**config.mk**
```make
export PLATFORM = sky130hd
export DESIGN_NAME = sect_prot_ctrl
export DESIGN_NICKNAME = d
export VERILOG_FILES = /design/src/rtl/sect_prot_pkg.sv /design/src/rtl/prot_cmd_decode.sv /design/src/rtl/prot_bit_array.sv /design/src/rtl/prot_key_unit.sv /design/src/rtl/sect_prot_ctrl.sv
export SDC_FILE = /design/constraint.sdc
export NUM_CORES = 1
export LEC_CHECK = 0
export CORE_MARGIN = 4
export CORE_UTILIZATION = 39
export DETAILED_ROUTE_END_ITERATION = 7
export SETUP_SLACK_MARGIN = 0.02
export SLEW_MARGIN = 20
export SYNTH_ARGS = -nofsm -noshare
export SYNTH_HDL_FRONTEND = slang
export SYNTH_SLANG_ARGS = --single-unit
```
**constraint.sdc**
```tcl
create_clock -name clk_i -period 2.3 [get_ports clk_i]
set_clock_uncertainty 0.15 [all_clocks]
set_input_delay 0.575 -clock clk_i [delete_from_list [all_inputs] [get_ports clk_i]]
set_output_delay 0.575 -clock clk_i [all_outputs]
set_load 0.02 [all_outputs]
```
**src/rtl/sect_prot_pkg.sv**
```systemverilog
`timescale 1ns/1ps
package sect_prot_pkg;

  typedef enum logic [3:0] {
    OP_NOP        = 4'd0,
    OP_DYN_SET    = 4'd1,
    OP_DYN_CLR    = 4'd2,
    OP_PER_PROG   = 4'd3,
    OP_PER_ERASE  = 4'd4,
    OP_LOCK_SET   = 4'd5,
    OP_KEY_UNLOCK = 4'd6,
    OP_PER_QUERY  = 4'd7,
    OP_KEY_PROG   = 4'd8,
    OP_KEY_READ   = 4'd9,
    OP_KEY_MODE   = 4'd10,
    OP_KEY_HIDE   = 4'd11
  } prot_op_e;

  typedef struct packed {
    logic dyn_set;
    logic dyn_clr;
    logic per_prog;
    logic per_erase;
    logic lock_set;
    logic key_check;
    logic per_query;
    logic key_prog;
    logic key_read;
    logic key_mode;
    logic key_hide;
  } prot_act_t;

  localparam logic [7:0] QUERY_PER_SET = 8'h00;
  localparam logic [7:0] QUERY_PER_CLR = 8'h01;

endpackage

```
**src/rtl/prot_cmd_decode.sv**
```systemverilog
`timescale 1ns/1ps
module prot_cmd_decode
  import sect_prot_pkg::*;
#(
  parameter int NUM_SECTORS = 46,
  parameter int SECT_W      = $clog2(NUM_SECTORS)
) (
  input  logic              cmd_valid_i,
  input  logic [3:0]        cmd_op_i,
  input  logic [SECT_W-1:0] sector_i,
  input  logic              busy_i,
  input  logic              locked_i,
  input  logic              key_mode_i,
  input  logic              key_hidden_i,
  output prot_act_t         act_o,
  output logic              reject_o
);

  localparam logic [SECT_W:0] SECT_LIMIT = (SECT_W+1)'(NUM_SECTORS);

  logic sect_ok;
  assign sect_ok = {1'b0, sector_i} < SECT_LIMIT;

  always_comb begin
    act_o    = '0;
    reject_o = 1'b0;
    if (cmd_valid_i) begin
      if (busy_i) begin
        reject_o = 1'b1;
      end else begin
        case (cmd_op_i)
          OP_NOP: ;
          OP_DYN_SET:    if (sect_ok) act_o.dyn_set = 1'b1; else reject_o = 1'b1;
          OP_DYN_CLR:    if (sect_ok) act_o.dyn_clr = 1'b1; else reject_o = 1'b1;
          OP_PER_PROG:   if (sect_ok && !locked_i) act_o.per_prog = 1'b1; else reject_o = 1'b1;
          OP_PER_ERASE:  if (!locked_i) act_o.per_erase = 1'b1; else reject_o = 1'b1;
          OP_LOCK_SET:   act_o.lock_set = 1'b1;
          OP_KEY_UNLOCK: if (key_mode_i) act_o.key_check = 1'b1; else reject_o = 1'b1;
          OP_PER_QUERY:  if (sect_ok) act_o.per_query = 1'b1; else reject_o = 1'b1;
          OP_KEY_PROG:   if (!key_hidden_i) act_o.key_prog = 1'b1; else reject_o = 1'b1;
          OP_KEY_READ:   if (!key_hidden_i) act_o.key_read = 1'b1; else reject_o = 1'b1;
          OP_KEY_MODE:   act_o.key_mode = 1'b1;
          OP_KEY_HIDE:   act_o.key_hide = 1'b1;
          default:       reject_o = 1'b1;
        endcase
      end
    end
  end

endmodule

```
**src/rtl/prot_bit_array.sv**
```systemverilog
`timescale 1ns/1ps
module prot_bit_array #(
  parameter int                     NUM_SECTORS = 46,
  parameter int                     SECT_W      = $clog2(NUM_SECTORS),
  parameter logic [NUM_SECTORS-1:0] PER_INIT    = '0
) (
  input  logic                   clk_i,
  input  logic                   rst_ni,
  input  logic [SECT_W-1:0]      sector_i,
  input  logic                   dyn_set_i,
  input  logic                   dyn_clr_i,
  input  logic                   per_prog_i,
  input  logic                   per_erase_i,
  output logic [NUM_SECTORS-1:0] per_o,
  output logic [NUM_SECTORS-1:0] prot_o
);

  logic [NUM_SECTORS-1:0] dyn_q;
  logic [NUM_SECTORS-1:0] per_q;

  for (genvar g = 0; g < NUM_SECTORS; g++) begin : g_sect
    logic hit;
    assign hit = (sector_i == SECT_W'(g));

    always_ff @(posedge clk_i or negedge rst_ni) begin
      if (!rst_ni) begin
        dyn_q[g] <= 1'b0;
      end else if (hit && dyn_set_i) begin
        dyn_q[g] <= 1'b1;
      end else if (hit && dyn_clr_i) begin
        dyn_q[g] <= 1'b0;
      end
    end

    always_ff @(posedge clk_i or negedge rst_ni) begin
      if (!rst_ni) begin
        per_q[g] <= PER_INIT[g];
      end else if (per_erase_i) begin
        per_q[g] <= 1'b0;
      end else if (hit && per_prog_i) begin
        per_q[g] <= 1'b1;
      end
    end

    assign prot_o[g] = per_q[g] | dyn_q[g];
  end

  assign per_o = per_q;

endmodule

```
**src/rtl/prot_key_unit.sv**
```systemverilog
`timescale 1ns/1ps
module prot_key_unit #(
  parameter int               KEY_W        = 64,
  parameter int               CHECK_CYCLES = 100,
  parameter logic [KEY_W-1:0] KEY_INIT     = '1
) (
  input  logic             clk_i,
  input  logic             rst_ni,
  input  logic [KEY_W-1:0] key_i,
  input  logic             lock_set_i,
  input  logic             key_check_i,
  input  logic             key_prog_i,
  input  logic             key_mode_i,
  input  logic             key_hide_i,
  output logic             locked_o,
  output logic             busy_o,
  output logic             key_mode_o,
  output logic             key_hidden_o,
  output logic [KEY_W-1:0] key_o
);

  localparam int CNT_W = $clog2(CHECK_CYCLES + 1);
  localparam logic [CNT_W-1:0] CNT_LOAD = CNT_W'(CHECK_CYCLES);
  localparam logic [CNT_W-1:0] CNT_LAST = CNT_W'(1);

  logic [CNT_W-1:0] cnt_q;
  logic             match_q;
  logic             lock_q;
  logic             mode_q;
  logic             hide_q;
  logic [KEY_W-1:0] key_q;
  logic             check_done;

  assign check_done = (cnt_q == CNT_LAST);

  // check window: compare at accept, apply result when window ends
  always_ff @(posedge clk_i or negedge rst_ni) begin
    if (!rst_ni) begin
      cnt_q   <= '0;
      match_q <= 1'b0;
    end else if (key_check_i) begin
      cnt_q   <= CNT_LOAD;
      match_q <= (key_i == key_q);
    end else if (cnt_q != '0) begin
      cnt_q   <= cnt_q - CNT_LAST;
    end
  end

  always_ff @(posedge clk_i or negedge rst_ni) begin
    if (!rst_ni) begin
      lock_q <= 1'b0;
    end else if (lock_set_i) begin
      lock_q <= 1'b1;
    end else if (check_done && match_q) begin
      lock_q <= 1'b0;
    end
  end

  always_ff @(posedge clk_i or negedge rst_ni) begin
    if (!rst_ni) begin
      mode_q <= 1'b0;
      hide_q <= 1'b0;
      key_q  <= KEY_INIT;
    end else begin
      if (key_mode_i) mode_q <= 1'b1;
      if (key_hide_i) hide_q <= 1'b1;
      if (key_prog_i) key_q  <= key_i;
    end
  end

  assign locked_o     = lock_q;
  assign busy_o       = (cnt_q != '0);
  assign key_mode_o   = mode_q;
  assign key_hidden_o = hide_q;
  assign key_o        = key_q;

endmodule

```
**src/rtl/sect_prot_ctrl.sv**
```systemverilog
`timescale 1ns/1ps
module sect_prot_ctrl
  import sect_prot_pkg::*;
#(
  parameter int                     NUM_SECTORS  = 46,
  parameter int                     SECT_W       = $clog2(NUM_SECTORS),
  parameter int                     KEY_W        = 64,
  parameter int                     CHECK_CYCLES = 100,
  parameter logic [NUM_SECTORS-1:0] PER_INIT     = '0,
  parameter logic [KEY_W-1:0]       KEY_INIT     = '1
) (
  input  logic                   clk_i,
  input  logic                   rst_ni,
  input  logic                   cmd_valid_i,
  input  logic [3:0]             cmd_op_i,
  input  logic [SECT_W-1:0]      sector_i,
  input  logic [KEY_W-1:0]       key_i,
  output logic [NUM_SECTORS-1:0] prot_o,
  output logic                   busy_o,
  output logic                   rejected_o,
  output logic                   resp_valid_o,
  output logic [KEY_W-1:0]       resp_data_o
);

  prot_act_t              act;
  logic                   reject;
  logic                   lock_q;
  logic                   key_mode_q;
  logic                   key_hidden_q;
  logic [KEY_W-1:0]       key_q;
  logic [NUM_SECTORS-1:0] per_q;
  logic                   rejected_q;
  logic                   resp_valid_q;
  logic [KEY_W-1:0]       resp_data_q;

  prot_cmd_decode #(
    .NUM_SECTORS (NUM_SECTORS),
    .SECT_W      (SECT_W)
  ) u_decode (
    .cmd_valid_i  (cmd_valid_i),
    .cmd_op_i     (cmd_op_i),
    .sector_i     (sector_i),
    .busy_i       (busy_o),
    .locked_i     (lock_q),
    .key_mode_i   (key_mode_q),
    .key_hidden_i (key_hidden_q),
    .act_o        (act),
    .reject_o     (reject)
  );

  prot_bit_array #(
    .NUM_SECTORS (NUM_SECTORS),
    .SECT_W      (SECT_W),
    .PER_INIT    (PER_INIT)
  ) u_bits (
    .clk_i       (clk_i),
    .rst_ni      (rst_ni),
    .sector_i    (sector_i),
    .dyn_set_i   (act.dyn_set),
    .dyn_clr_i   (act.dyn_clr),
    .per_prog_i  (act.per_prog),
    .per_erase_i (act.per_erase),
    .per_o       (per_q),
    .prot_o      (prot_o)
  );

  prot_key_unit #(
    .KEY_W        (KEY_W),
    .CHECK_CYCLES (CHECK_CYCLES),
    .KEY_INIT     (KEY_INIT)
  ) u_key (
    .clk_i        (clk_i),
    .rst_ni       (rst_ni),
    .key_i        (key_i),
    .lock_set_i   (act.lock_set),
    .key_check_i  (act.key_check),
    .key_prog_i   (act.key_prog),
    .key_mode_i   (act.key_mode),
    .key_hide_i   (act.key_hide),
    .locked_o     (lock_q),
    .busy_o       (busy_o),
    .key_mode_o   (key_mode_q),
    .key_hidden_o (key_hidden_q),
    .key_o        (key_q)
  );

  always_ff @(posedge clk_i or negedge rst_ni) begin
    if (!rst_ni) begin
      rejected_q   <= 1'b0;
      resp_valid_q <= 1'b0;
      resp_data_q  <= '0;
    end else begin
      rejected_q   <= reject;
      resp_valid_q <= act.per_query | act.key_read;
      if (act.per_query) begin
        resp_data_q <= {{(KEY_W-8){1'b0}},
                        (per_q[sector_i] ? QUERY_PER_SET : QUERY_PER_CLR)};
      end else if (act.key_read) begin
        resp_data_q <= key_q;
      end else begin
        resp_data_q <= '0;
      end
    end
  end

  assign rejected_o   = rejected_q;
  assign resp_valid_o = resp_valid_q;
  assign resp_data_o  = resp_data_q;

endmodule

```
# Word level (Yosys, flattened, before mapping)
# Index checks and enable logic that the tools add are counted.
# word_totals
input_bits	77
reg_bits	233
elab_cells	669
output_inout_bits	113
# op_classes
n_lt_le_gt_ge	2
n_eq_ne	58
reduce_logical	241
add_sub_neg	1
n_mux	219
n_bitwise	47
# op_table
op	count
$mux W1	211
$reduce_bool A2 Y1	94
$logic_and A1 B1 Y1	140
$mux W64	2
$eq A6 B5 Y1 const B	16
$eq A6 B6 Y1 const B	14
$eq A64 B64 Y1	1
$eq A6 B4 Y1 const B	8
$or A1 B1 Y1	47
$eq A6 B3 Y1 const B	4
$mux W11	2
$eq A4 B3 Y1 const B	4
$eq A4 B4 Y1 const B	4
$mux W7	2
$eq A6 B2 Y1 const B	2
$eq A4 B2 Y1 const B	2
$eq A7 B1 Y1 const B	1
$lt A6 B7 Y1 const B	1
$reduce_bool A7 Y1	1
$sub A7 B1 Y7 const B	1
$bmux W1 S6	1
$eq A6 B1 Y1 const B	1
$logic_not A6 Y1	1
$lt A6 B6 Y1 const B	1
other kinds (7)	7

# Longest topological paths before layout
# Gate-level depths: netlist (run 1).
# logic_depth
depth_word	9
depth_mapped	10
depth_no_buf	8

# By module
# From an unflattened synthesis (run 1), not the netlist that was laid out.
# unflattened
hier_cells	916
hier_area_um2	10435.0
# modules_own_cells
module	area_each_um2	n_inst	cells_per_inst
prot_bit_array	3941.3	1	391
prot_key_unit	3674.8	1	307
sect_prot_ctrl	2583.7	1	180
prot_cmd_decode	235.2	1	38

# Least setup slack after synthesis (run 1)
# Ideal clock, no wire load.
# synth_timing
kind	reg2reg
start	register u_key.cnt_q[0]
end	register u_key.key_q[51] (netlist: u_key.key_o[51])
setup_slack_ns	-0.193
setup_ns	0.082
path_stages_with_launch	10
n_path_buf	2
required_time_ns	2.068
arrival_time_ns	2.260
period_less_slack_ns	2.493
path_cell_list	dfrtp_1 -> inv_1 -> ha_1 -> nor3b_2 -> and2_1 -> buf_4 -> nand3_4 -> nor4_4 -> buf_6 -> mux2_2
# synth_via
elab_chain_len	3
# synth_rtl
item	line_no	text
from (decl)	prot_key_unit.sv:26	logic [CNT_W-1:0] cnt_q;
from (signal assigned)	prot_key_unit.sv:45	cnt_q <= cnt_q - CNT_LAST;
$reduce_bool A7 Y1	prot_key_unit.sv:72	assign busy_o = (cnt_q != '0);
$mux W11	prot_cmd_decode.sv:28	if (busy_i) begin
$mux W11	prot_cmd_decode.sv:27	if (cmd_valid_i) begin
to (signal assigned)	prot_key_unit.sv:67	if (key_prog_i) key_q <= key_i;
to (decl)	prot_key_unit.sv:31	logic [KEY_W-1:0] key_q;
# Every way passes these cells.
# A chain may end at the register's enable or synchronous reset.

# Worst setup path after layout (run 1)
# layout_timing
start	register u_key.cnt_q[0]
end	output busy_o
# layout_via
elab_chain_len	1
# layout_rtl
item	line_no	text
$reduce_bool A7 Y1	prot_key_unit.sv:72	
to (decl)	sect_prot_ctrl.sv:19	output logic busy_o,
# Every way passes these cells.

==> results of run 1 <==
-- registers in the layout, indices dropped and copies added (netlist names) --
name and flops:
u_key.key_mode_o 1, rejected_o 1, u_key.key_o 64, u_key.match_q 1
resp_data_o 64, u_bits.per_o 46, u_bits.dyn_q 46, u_key.key_hidden_o 1
u_key.cnt_q 7, resp_valid_o 1, u_key.locked_o 1
-- tightest hold or removal path, stage by stage, from the launching register on --
cell     delay (ps)
dfrtp_1         330
o21ai_1          60
o21ai_1          60
-- timing repair --
item / 4_1_cts / 5_1_grt
endpoints found under the setup margin: 213 / 260
buffers inserted: 16 / 16
gates cloned: 8 / 17
hold endpoints to repair: 43 / 0
resized for setup: 186 / 213
hold buffers: 1 / 0
pin swaps: 0 / 63
-- final cells by class --
class | count | area (um2) | area share
Sequential cell | 233 | 5911 | 0.3758
Multi-Input combinational cell | 615 | 4800 | 0.3051
Timing Repair Buffer | 348 | 3659 | 0.2326
Clock buffer | 37 | 772.0 | 0.04908
Tap cell | 335 | 419.2 | 0.02665
Clock inverter | 11 | 147.6 | 0.009386
Inverter | 6 | 22.52 | 0.001432
-- power breakdown --
| part | internal, mW | total, mW | switching [mW] |
|---|---|---|---|
| combinational | 0.641 | 1.18 | 0.544 |
| sequential | 4.26 | 4.37 | 0.108 |
| clock | 2.67 | 4.39 | 1.72 |
| total | 7.58 | 9.94 | 2.37 |
-- Yosys cell counts, drive strengths merged (2+ instances only) --
cell / count / area, um2
or2: 47 / 294.0
inv: 6 / 22.52
mux2i: 5 / 50.05
dfstp: 64 / 1682
mux2: 69 / 777.0
mux4: 9 / 202.7
o22ai: 3 / 18.77
xnor2: 65 / 569.3
nor3: 13 / 65.06
nor4: 9 / 86.33
nor2b: 8 / 50.05
dfrtp: 169 / 4229
buf: 13 / 103.8
nor4b: 2 / 32.53
nor2: 67 / 251.5
or4: 2 / 15.01
nand3: 2 / 22.52
nand4: 17 / 106.4
a31oi: 49 / 306.5
and2: 64 / 400.4
nand2b: 8 / 50.05
a21oi: 3 / 15.01
o31ai: 2 / 15.01
clkbuf: 39 / 146.4
ha: 3 / 37.54
nand2: 57 / 214.0
o21ai: 98 / 490.5
-- kinds of logic (layout without fill, tap and decap cells) --
kind of cell               Yosys count  count (layout)
xor gates and xnor gates            66              66
muxes                               83              83
DFF                                233             233
buffers and inverters               58             402
and+or+nand+nor                    300             300
adders and majority gates            3               3
AOI/OAI and AO/OA                  163             163
-- metrics by stage --
| step | setup WS [ps] | TNS [ps] | area (um2) | hold WS [ps] | cells |
|---|---|---|---|---|---|
| after floorplan | -152.2 | -10800 | 10390 | 129.4 | 906 |
| after global placement | -498.3 | -71540 | 13550 | 322.9 | 1490 |
| after detailed placement | -568.1 | -79640 | 13550 | 334.7 | 1490 |
| after CTS | -130.7 | -7282 | 15080 | 348.7 | 1563 |
| after global routing | -236.5 | -27860 | 15730 | 370.7 | 1585 |
| final | -122.2 | -1831 | 15730 | 336.1 | 1585 |
-- placed cells by master (no fill, tap or decap), types with 5 or more instances in the layout --
cell / instances
nor2_1: 61
nand2_1: 56
dfrtp_1: 169
nor4_1: 5
dlymetal6s2s_1: 7
nand2b_1: 7
clkdlybuf4s15_2: 9
and2_4: 43
nor2b_1: 7
or2_2: 47
and2_1: 21
nor2_2: 6
a31oi_1: 39
clkdlybuf4s15_1: 8
xnor2_1: 65
clkdlybuf4s50_1: 134
buf_12: 29
o21ai_2: 6
a31oi_4: 10
mux2i_1: 5
o21ai_0: 13
buf_4: 95
nand4_1: 17
nor3_1: 11
buf_6: 19
clkbuf_2: 25
o21ai_1: 79
mux2_2: 11
clkbuf_8: 8
mux4_2: 9
clkinv_2: 5
buf_8: 5
mux2_4: 57
clkbuf_16: 37
dfstp_2: 64
-- final timing paths --
kind / to / slack [ps]
min in group asynchronous: u_bits.dyn_q[35] / 410
max reg2reg: u_key.key_o[17] / -80
min: u_bits.dyn_q[0] / 340
min reg2reg: u_bits.dyn_q[0] / 340
max in group asynchronous: u_key.key_o[28] / 970
max: busy_o / -120
-- per-layer routing --
metal  up-vias  part of all wire  track usage
met2       296              0.47       0.3055
met5         -                 0            0
li1       3790                 -            -
met4         0             0.018      0.04203
met3        39             0.083      0.05222
met1      4178              0.43       0.2809
==> run metrics, run 1 <==
status complete, but fails checks; failing checks setup timing; DP Wirelength 19630 um; post-synthesis compound-gate area fraction 0.08866; Yosys reg bits 233; crit-path max FO 3; CP Data Required Time 1570 ps; I/O Buffers 189; H-tree levels 1; Placer Congestion 0.8556; Synth Warn # 0; CP most frequent cell inv_2; worst ir drop on vdd about 0.00042 V; largest family of logic cells by synthesized area simple AND/OR/NAND/NOR gates; row cnt 59; ys async rst share 1.000; startpoint types flop; Design Power 9.945 mW; syn_nets 986; ANT nets after route 0; CP max stage delay 390 ps; DRC viols 0; first-pass iteration count of the detailed router 5; vias per cell 5.238; Post-Route Utilization 0.6019; routed len/inst roughly 20 um; TritonCTS clock tree built; Filler cells 2118; adder-cell share of the synthesized area 0.003619; CP Cell Sequence inv_2, ha_4, nor3b_4, and2_4, inv_2, buf_6; CP delay by family, top flip-flops; CP Capture Type primary output; Final setup viols 64; unrepaired setup endpoints after global routing true; Hold Crit Depth 2; Final nets between 1000 and 1500; Core Area 0.02613 mm2; grt total ovfl 0; Slew @ Worst Pin 440.4 ps; slowest CP cell dfrtp_1; CTS max path bufs 3; worst reg-to-reg path cell count 11; Cells after Synth 906; HP Class reg -> reg; CTS Sinks between 200 and 250; Hold Startpoint u_bits.dyn_q[0]; first-pass GRT wire length 45950 um; clk_lat worst skew around 530 ps; Vias 8303; max frequency a little over 400 MHz; Total GRT Usage 0.1969; register area share after synthesis 0.5698; mux cell area share after synthesis 0.09928; relative slew slack 0.7064; antenna cell count 0; pin count of the biggest net entering global routing 51; CP Data Arrival Time between 1500 and 2000 ps; initial core utilization 0.3969; min cycle time layout 2422 ps; Worst R2R Start u_key.cnt_q[0]; Critical path origin u_key.cnt_q[0]; Post-synth top flop dfrtp_1; Cell Pwr Density 632.2 mW/mm2; I/O pin cnt 190; share of layout cells above drive strength 1 0.4120; number of DRC markers in iteration 0 610; period utilization 1.053; stages on the worst setup path 6; Synth Cell Area 0.01037 mm2; Clock transition at path regs roughly 60 ps; die area between 0.02 and 0.03 mm2; Setup CP Type reg -> out; Num CTS Buffers 26; Post-synth EDFFs 0; Die W 171.1 um; Crit path buffers/inverters 3; Post-Synth XOR/XNOR Area 0.05573; Clk Tree Root Cell clkbuf_16; final setup margin -122.2 ps; number of global-route vias before repair 8192; Simple-Gate Fraction of Synth Area 0.1566; Routed WL between 30000 and 40000 um; P&R area growth vs syn 51.65%; final hold viol count 0; number of distinct library cells after synthesis 49; max-slew violations 0; Mean Syn Cell Area approximately 11 um2; initial antenna violation count 0; Chip Height between 150 and 200 um; Leak Pwr 7.014 nW; max-cap violations 0
(Power assumes the default switching activity.)
==> inputs of run 2 (changes only) <==
--- a/config.mk
+++ b/config.mk
@@ -6,8 +6,9 @@
 export NUM_CORES = 1
 export LEC_CHECK = 0
 export CORE_MARGIN = 4
-export CORE_UTILIZATION = 39
+export CORE_UTILIZATION = 35
 export DETAILED_ROUTE_END_ITERATION = 7
+export GPL_ROUTABILITY_DRIVEN = 1
 export SETUP_SLACK_MARGIN = 0.02
 export SLEW_MARGIN = 20
 export SYNTH_ARGS = -nofsm -noshare
==> run metrics, run 2 (synthesis gave the netlist of run 1 again) <==
Hold Crit Depth 2 (unchanged); Multi-input gate area 0.004730 mm2 (was 0.004800 mm2); relative slew slack 0.6739 (was 0.7064); initial antenna violation count 3 (was 0); flop-to-flop setup slack -180 ps (was -80 ps); FF/Latch Area 0.005911 mm2 (unchanged); worst reg-to-reg path cell count 10 (was 11); ANT nets after route 0 (unchanged); Hold Startpoint u_bits.dyn_q[26] (was u_bits.dyn_q[0]); vias per cell 5.082 (was 5.238); Core Area 0.02894 mm2 (was 0.02613 mm2); Clock transition at path regs 60 ps (about the same); max-cap violations 0 (unchanged); clk_lat worst skew 520 ps (was 530 ps); first-pass GRT wire length 46890 um (was 45950 um); Chip Height 180.2 um (was 171.1 um); CTS Sinks 233 (unchanged); startpoint types flop (unchanged); crit-path max FO 8 (was 3); GRT met1 Usage 0.2546 (was 0.2809); fin cells 1639 (was 1585); Die W 180.2 um (was 171.1 um); M2 GR Usage 0.2811 (was 0.3055); met3 usage 0.03452 (was 0.05222); worst ir drop on vdd 0.0004809 V (was 0.0004197 V); P&R area growth vs syn 51.58% (was 51.65%); most frequent cells in the layout 169 x dfrtp_1, 141 x clkdlybuf4s50_1, 94 x buf_4, 67 x nor2_1, 65 x xnor2_1 (was 169 x dfrtp_1, 134 x clkdlybuf4s50_1, 95 x buf_4, 79 x o21ai_1, 65 x xnor2_1); grt total ovfl 0 (unchanged); H-tree levels 1 (unchanged); CP Capture Type flop (was primary output); pin count of the biggest net entering global routing 64 (was 51); share of layout cells above drive strength 1 0.4137 (was 0.4120); row cnt 62 (was 59); HP Class reg -> reg (unchanged); initial core utilization 0.3585 (was 0.3969); Leak Pwr 6.882 nW (was 7.014 nW); status complete, but fails checks (unchanged); WHS 330.4 ps (was 336.1 ps); min cycle time layout 2481 ps (was 2422 ps); final setup margin -180.7 ps (was -122.2 ps); DP Wirelength 20050 um (was 19630 um); reg2reg end u_bits.dyn_q[19] (was u_key.key_o[17]); I/O pin cnt 190 (unchanged); Routed WL 33330 um (was 31840 um); GR peak layer met2 (unchanged); Post-Place Cells 1535 (was 1490); Design Power 9.677 mW (was 9.945 mW); die area 0.03245 mm2 (was 0.02927 mm2); Worst R2R Start u_key.cnt_q[1] (was u_key.cnt_q[0]); Cell Pwr Density 615.5 mW/mm2 (was 632.2 mW/mm2); routed len/inst 20.34 um (was 20.09 um); WHS Endpoint u_bits.dyn_q[26] (was u_bits.dyn_q[0]); Vias 8329 (was 8303); Post-DP Area 0.01350 mm2 (was 0.01355 mm2); period utilization 1.079 (was 1.053); Slew @ Worst Pin 489.1 ps (was 440.4 ps); failing checks setup timing (unchanged); Clk Tree Root Cell clkbuf_16 (unchanged); first-pass iteration count of the detailed router 6 (was 5); final hold viol count 0 (unchanged); CP Data Arrival Time 2740 ps (was 1700 ps); most common library cell in the layout ignoring fill and taps dfrtp_1 (unchanged); design area 0.01572 mm2 (was 0.01573 mm2); TritonCTS clock tree built (unchanged); Num CTS Buffers 26 (unchanged); CP Data Required Time 2560 ps (was 1570 ps); unrepaired setup endpoints after global routing true (unchanged); Setup CP Type reg -> reg (was reg -> out); Filler cells 2490 (was 2118); number of DRC markers in iteration 0 658 (was 610); I/O Buffers 189 (unchanged); number of global-route vias before repair 8104 (was 8192); Placer Congestion 0.8241 (was 0.8556); DRC viols 0 (unchanged); CTS max path bufs 3 (unchanged); max-slew violations 0 (unchanged); max frequency 403.1 MHz (was 412.8 MHz); Final nets 1313 (was 1310); Final setup viols 159 (was 64); Total GRT Usage 0.1781 (was 0.1969)
[run 2: metal layers]
layer | part of all wire | vias up
li1 | - | 3801
met1 | 0.45 | 4217
met2 | 0.46 | 264
met3 | 0.064 | 47
met4 | 0.024 | 0
met5 | 0 | -
[run 2: worst max-delay path by stage]
stage	cells after the start	slack [ps]	from	endpoint
6_report	10	-180	u_key.cnt_q[1]	u_bits.dyn_q[19]
3_5_place_dp	7	-590	cmd_valid_i	u_bits.dyn_q[13]
4_1_cts	6	-150	u_key.cnt_q[0]	busy_o
2_1_floorplan	9	-150	u_key.cnt_q[0]	u_key.key_o[51]
5_1_grt	10	-260	u_key.cnt_q[1]	u_bits.dyn_q[4]
3_3_place_gp	7	-550	cmd_valid_i	u_bits.dyn_q[23]
[run 2: where the power goes]
group | internal (mW) | leakage [nW] | switching, mW
logic | 0.631 | 3.48 | 0.543
registers | 4.26 | 3.00 | 0.114
clock network | 2.47 | 0.408 | 1.65
[run 2: through the flow]
step                utilization  worst slack (ps)  setup TNS, ps
floorplan                     -            -152.2         -10800
global placement         0.4667            -552.6         -82360
detailed placement       0.4667            -592.9         -84880
CTS                      0.5123            -147.0          -5939
global route             0.5434            -258.2         -29020
finish                   0.5434            -180.7         -12040
[run 2: cell type report]
class / instances / share of cell area
clock inverter: 5 / 0.004775
inverter: 6 / 0.001592
sequential: 233 / 0.3759
antenna: 3 / 0.0004775
timing repair buffer: 351 / 0.2374
multi-input combinational: 615 / 0.3008
clock buffer: 42 / 0.04846
tap: 384 / 0.03056
[run 2: critical path, cell delays in order, from the launching register on]
cell and delay (ps):
dfrtp_1 400, inv_2 90, ha_4 140, nor3b_4 210
buf_6 140, nand3_4 70, or4_4 630, buf_12 190
buf_16 140, o21ai_1 120, o21ai_1 70
[run 2: timing repair]
| action | 4_1_cts | 5_1_grt |
|---|---|---|
| pin swaps | 4 | 72 |
| setup buffers | 9 | 19 |
| cloned | 9 | 19 |
| resized for setup | 128 | 271 |
| setup endpoints to repair | 221 | 254 |
| endpoints found under the hold margin | 43 | 0 |
| hold buffers | 1 | 0 |
